$ cat src/rtl/wdt_pkg.sv
package wdt_pkg;
  localparam int MULT_W = 5;
  localparam int RES_W  = 2;
  localparam int CFG_W  = 1 + MULT_W + RES_W;
  // Largest resolution is 4**(2**RES_W - 1) strobes, i.e. a shift of 2*(2**RES_W-1)
  localparam int MAX_SHIFT = 2 * ((1 << RES_W) - 1);
  localparam int LIM_W  = MULT_W + MAX_SHIFT;

  typedef struct packed {
    logic              steer;
    logic [MULT_W-1:0] mult;
    logic [RES_W-1:0]  res;
  } wdt_cfg_t;

  function automatic logic [LIM_W-1:0] period_ticks(input wdt_cfg_t c);
    logic [LIM_W-1:0] base;
    base = LIM_W'(c.mult);
    return base << (2 * c.res);
  endfunction
endpackage

$ cat src/rtl/wdt_cfg_reg.sv
module wdt_cfg_reg
  import wdt_pkg::*;
(
  input  logic             clk,
  input  logic             rst,
  input  logic             wr,
  input  logic [CFG_W-1:0] wdata,
  input  logic             wipe,
  output wdt_cfg_t         cfg
);
  // Host write takes precedence over the end-of-pulse wipe
  always_ff @(posedge clk) begin
    if (rst)       cfg <= '0;
    else if (wr)   cfg <= wdt_cfg_t'(wdata);
    else if (wipe) cfg <= '0;
  end

  AST_WIPE_EMPTIES: assert property (@(posedge clk) disable iff (rst)
    (wipe && !wr) |=> (cfg == '0));
endmodule

$ cat src/rtl/wdt_timer.sv
module wdt_timer
  import wdt_pkg::*;
(
  input  logic     clk,
  input  logic     rst,
  input  wdt_cfg_t cfg,
  input  logic     tick,
  input  logic     restart,
  input  logic     hold,
  output logic     expire
);
  logic [LIM_W-1:0] elapsed;
  logic [LIM_W-1:0] limit;
  logic             armed;

  assign limit  = period_ticks(cfg);
  assign armed  = (cfg.mult != '0);
  assign expire = armed && tick && !restart && !hold && (elapsed == limit - 1'b1);

  always_ff @(posedge clk) begin
    if (rst || restart || !armed) elapsed <= '0;
    else if (hold)                elapsed <= elapsed;
    else if (expire)              elapsed <= '0;
    else if (tick)                elapsed <= elapsed + 1'b1;
  end

  AST_DISARMED_SILENT: assert property (@(posedge clk) disable iff (rst)
    (cfg.mult == '0) |-> !expire);
  AST_LIMIT_NONZERO: assert property (@(posedge clk) disable iff (rst)
    armed |-> (limit != '0));
endmodule

$ cat src/rtl/wdt_response.sv
module wdt_response #(
  parameter int PULSE_CYCLES = 25_000_000
) (
  input  logic clk,
  input  logic rst,
  input  logic expire,
  input  logic steer,
  input  logic ack,
  output logic flag_q,
  output logic irq_q,
  output logic busy,
  output logic pulse_end,
  output logic ftest_clr
);
  localparam int PC_W = $clog2(PULSE_CYCLES + 1);
  logic [PC_W-1:0] left;

  assign pulse_end = busy && (left == '0);

  // A new timeout sets the flag even when an acknowledge lands in the same cycle
  always_ff @(posedge clk) begin
    if (rst) begin
      flag_q <= 1'b0;
      irq_q  <= 1'b0;
    end else if (expire) begin
      flag_q <= 1'b1;
      irq_q  <= !steer;
    end else if (ack) begin
      flag_q <= 1'b0;
      irq_q  <= 1'b0;
    end
  end

  always_ff @(posedge clk) begin
    if (rst) begin
      busy      <= 1'b0;
      left      <= '0;
      ftest_clr <= 1'b0;
    end else begin
      ftest_clr <= pulse_end;
      if (expire && steer) begin
        busy <= 1'b1;
        left <= PC_W'(PULSE_CYCLES - 1);
      end else if (pulse_end) begin
        busy <= 1'b0;
      end else if (busy) begin
        left <= left - 1'b1;
      end
    end
  end

  AST_PULSE_NO_IRQ: assert property (@(posedge clk) disable iff (rst)
    busy |-> !irq_q);
  AST_IRQ_IMPLIES_FLAG: assert property (@(posedge clk) disable iff (rst)
    irq_q |-> flag_q);
  AST_CLR_SINGLE: assert property (@(posedge clk) disable iff (rst)
    ftest_clr |=> !ftest_clr);
endmodule

$ cat src/rtl/steered_watchdog.sv
module steered_watchdog
  import wdt_pkg::*;
#(
  parameter int PULSE_CYCLES = 25_000_000
) (
  input  logic             clk,
  input  logic             rst,
  input  logic             tick16,
  input  logic             reg_wr,
  input  logic [CFG_W-1:0] reg_wdata,
  input  logic             reg_rd,
  input  logic             flag_rd,
  input  logic             ftest_en,
  input  logic             ftest_wave,
  output logic [CFG_W-1:0] reg_rdata,
  output logic             wd_flag,
  output logic             irq_line,
  output logic             wd_reset,
  output logic             ftest_clr
);
  wdt_cfg_t cfg;
  logic     access, expire, busy, pulse_end, flag_q, irq_q, owns_line;

  assign access = reg_wr || reg_rd;

  wdt_cfg_reg u_cfg (
    .clk(clk), .rst(rst), .wr(reg_wr), .wdata(reg_wdata),
    .wipe(pulse_end), .cfg(cfg)
  );

  wdt_timer u_timer (
    .clk(clk), .rst(rst), .cfg(cfg), .tick(tick16),
    .restart(access), .hold(busy), .expire(expire)
  );

  wdt_response #(.PULSE_CYCLES(PULSE_CYCLES)) u_resp (
    .clk(clk), .rst(rst), .expire(expire), .steer(cfg.steer),
    .ack(access || flag_rd), .flag_q(flag_q), .irq_q(irq_q),
    .busy(busy), .pulse_end(pulse_end), .ftest_clr(ftest_clr)
  );

  assign owns_line = !cfg.steer && (cfg.mult != '0);
  assign irq_line  = owns_line ? irq_q : (ftest_en && ftest_wave);
  assign reg_rdata = cfg;
  assign wd_flag   = flag_q;
  assign wd_reset  = busy;

  AST_ACCESS_BEATS_TICK: assert property (@(posedge clk) disable iff (rst)
    (access && !busy) |=> !$rose(wd_reset));
  AST_PULSE_SETS_FLAG: assert property (@(posedge clk) disable iff (rst)
    $rose(wd_reset) |-> wd_flag);
endmodule

$ cat config.mk
export PLATFORM = sky130hd
export DESIGN_NAME = steered_watchdog
export DESIGN_NICKNAME = d
export VERILOG_FILES = /design/src/rtl/wdt_pkg.sv /design/src/rtl/wdt_cfg_reg.sv /design/src/rtl/wdt_timer.sv /design/src/rtl/wdt_response.sv /design/src/rtl/steered_watchdog.sv
export SDC_FILE = /design/constraint.sdc
export NUM_CORES = 1
export LEC_CHECK = 0
export BUFFER_PORTS_ARGS = -buffer_cell sky130_fd_sc_hd__buf_4
export CAP_MARGIN = 20
export CORE_MARGIN = 3
export CORE_UTILIZATION = 63
export CTS_CLUSTER_SIZE = 16
export DETAILED_ROUTE_END_ITERATION = 8
export PLACE_DENSITY = 0.95
export SLEW_MARGIN = 40
export SYNTH_ARGS = -nofsm -noshare
export SYNTH_HDL_FRONTEND = slang
export SYNTH_SLANG_ARGS = --single-unit
$ cat constraint.sdc
create_clock -name clk -period 8.5 [get_ports clk]
set_clock_uncertainty 0.1 [all_clocks]
set_input_delay 0.85 -clock clk [delete_from_list [all_inputs] [get_ports clk]]
set_output_delay 0.85 -clock clk [all_outputs]
set_load 0.01 [all_outputs]
==> results.md <==
- HPWL Detailed: around 4.6 mm
- CTS resizes: 0
- Logic pwr share: between 10% and 20%
- First-pass GRT wire length: roughly 11 mm
- Ratio of cells with drive above 1 in the final layout: around 14%
- Post-synth top area share: between 30% and 40%
- CTS H-Tree Depth: 2
- Cell taking the most area after synthesis: dfxtp_1
- Ys async rst share: 0%
- Clock network power share: between 30% and 40%
- Most common library cells after synthesis: nor2_1 (50), dfxtp_1 (48), xnor2_1 (27)
- Final nets: about 390
- Worst-path clk slew: roughly 0.090 ns
- Predominant post-synthesis flop cell: dfxtp_1
- Die Wd: ~75 microns
- Area of the multi-input gates: 1860 sq um
- Critical path, cell by cell: nor3b_1 > inv_1 > ha_1 > xor2_1 > o311ai_1 > a21oi_1 > o2111ai_1 > a2111oi_4 > nand4b_2 > o21ai_1
- Hold Buf Count CTS: 0
- Worst path arrival time: about 3.7 ns
- CP delay by family, top: compound AO/OA/AOI/OAI gates
- Clk Latency, worst-skew pair: roughly 0.31 ns
- Via count: roughly 2700
- Pre-antenna DRT Iters: 4
- Worst Path Max Fanout: 18
- Post-CTS setup buffers: 0
- Tightest Hold Check Type: register to register
- Routed Wire Length: roughly 7 mm
- WL/cell: approximately 16 microns
- Gpl congestion: just under 0.9
- Crit path time final: around 3.6 ns
- Sequential Power Share: between 50% and 60%
- Leak pwr: between 0.001 and 0.0015 uW
- Fillers: ~330
- CTS tree: yes
- EDFF count, synth: 0
- Register area share after synthesis: between 30% and 40%
- Actual slew at the worst max-slew pin: about 0.80 ns
- Top-count cell post-synth: nor2_1
- Critical Path Max Stage Delay: 0.66 ns
- TritonCTS Buffers: 5
- Initial core utilization: between 60 and 70%
- Vias in the first global route: between 2000 and 3000
- Average cell area after synthesis: a little over 8 sq um
- Die area: about 5600 sq um
- I/O Pins: 28
- Internal power: about 350 uW
- Register area: 963 sq um
- Slew Limit Headroom: between 40 and 50%
- Max-cap violation count: 0
- Period utilization: between 40% and 50%
- Hold Violations, Final: 0
- Synth cell types: a little over 70
- Netlist Area Pre-Place: approximately 3000 sq um
- CP endpoint kind: register
- Drt drc: 0
- Port buffer count: 27
- Total Power: ~470 uW
- Yosys reg bits: 48
- Worst VDD drop: slightly below 90 uV
- WP buf/inv: 1
- Pin count of the biggest net entering global routing: between 40 and 50
- Layout area overhead: 8.31%
- Total global routing overflow: 0
- Sinks on Clock Net: 48
- Rows: 24
- CTS Buffer Depth: 2
- TNS Setup: 0 ns
- CP max-delay cell: dfxtp_1
- Synthesized netlist net count: 383
- Synth area leaders: dfxtp_1 (32%), xnor2_1 (7.9%), nor2_1 (6.3%)
- Max Fclk: about 0.28 GHz
- WS Path Type: register to register
- Status: complete, no violations
- Die Ht: ~75 microns
- Psw: around 120 uW
- Vias per cell: approximately 6.4
- Unrepaired setup endpoints after global routing: false
- Element type at the critical path start: register
- Tot GR Track Use: about a quarter
- Post-route ant nets: 0
- YS warnings: 0
- Core box area: 4470 sq um
- Final setup violation count: 0
- Ant. Diodes: 0
- Initial antenna violation count: 0
- Switching Share: about a quarter
- Clock Root Buffer: clkbuf_8
- Power density over cell area: about 150 nW/um^2
- Drt initial violations: 291
- WP data required: ~8.6 ns
- Post-Synthesis Cells: 364
- Max-slew violation count: 0
## worst reg2reg max path, delay by kind of cell, from the launching register on
family / cells / cell delay (ns)
buf+inv: 1 / 0.09
xor+xnor: 1 / 0.18
flops: 1 / 0.66
simple gates: 2 / 0.89
fa+ha+maj: 1 / 0.31
compound gates: 5 / 1.25
## logic make-up (layout without fill, tap and decap cells)
| group | Yosys count | after routing | share of synthesized area [%] |
|---|---|---|---|
| fa+ha+maj | 3 | 3 | 1.25 |
| flops | 48 | 48 | 32.1 |
| xor+xnor | 45 | 45 | 13.6 |
| buf+inv | 34 | 44 | 5.89 |
| mux | 6 | 6 | 2.00 |
| simple gates | 159 | 159 | 28.9 |
| compound gates | 69 | 69 | 16.3 |
## per-stage QoR
stage	setup WS, ns	area [sq um]	hold slack, ns	std cells	util (%)
6_report	4.94	3250	0.360	426	72.5
5_1_grt	4.67	3250	0.389	426	72.5
4_1_cts	4.81	3240	0.359	426	72.5
3_5_place_dp	4.84	3120	0.347	418	69.8
3_3_place_gp	5.04	3120	0.347	418	69.8
2_1_floorplan	5.35	3000	0.362	364	-
## state kept, by name, indices dropped and copies added, names as in the netlist
signal,flops
u_resp.busy,1
u_resp.ftest_clr,1
u_cfg.cfg,8
u_resp.flag_q,1
u_resp.irq_q,1
u_timer.elapsed,11
u_resp.left,25
## power by group through the flow
| stage | logic [uW] | registers [uW] | clock network, uW |
|---|---|---|---|
| after floorplan | 48.7 | 235 | 0 |
| after global placement | 55.2 | 241 | 0 |
| final | 58.0 | 237 | 179 |
| after detailed placement | 56.7 | 242 | 0 |
| after CTS | 57.4 | 237 | 180 |
| after global routing | 63.1 | 238 | 189 |
## routing by layer
layer | part of all wire (%) | routed length [microns] | vias up | track usage, %
li1 | - | - | 1305 | -
met5 | 0 | 0 | - | 0
met4 | 2.7 | 186 | 0 | 11.9
met2 | 51 | 3500 | 112 | 42.2
met3 | 6.2 | 427 | 23 | 6.81
met1 | 41 | 2800 | 1289 | 30.6
## final timing paths
path                               startpoint               to  slack, ns  cells past startpoint
worst max-delay path             u_cfg.cfg[2]  u_resp.left[21]       4.94                     10
worst min-delay path            u_resp.flag_q    u_resp.flag_q       0.36                      2
worst max register to register   u_cfg.cfg[2]  u_resp.left[21]       4.94                     10
worst min register to register  u_resp.flag_q    u_resp.flag_q       0.36                      2
## cell usage in the layout (no fill, tap or decap), drive strengths merged, types with 2 or more instances in the layout
master	instances
nor4	5
or4	6
inv	9
or4b	2
nand2	23
nand2b	5
xor2	17
a211oi	2
ha	3
a2111oi	2
mux2i	6
xnor2	27
clkbuf	6
or3	7
o41a	2
buf	27
nor2	50
nand3b	5
a22oi	9
and3	5
nand4	6
or2	3
nor2b	6
nand3	7
o21ai	24
dfxtp	48
a21oi	11
a32oi	2
nor4b	3
a211o	2
nor3	20
## final cells by class
class / count / area share (%)
clock buffer: 6 / 2.54
tap: 52 / 2.00
clock inverter: 2 / 1.20
timing repair buffer: 27 / 6.25
inverter: 9 / 1.04
sequential: 48 / 29.7
multi-input combinational: 282 / 57.3
No activity file was read; power rests on OpenSTA's default activity.
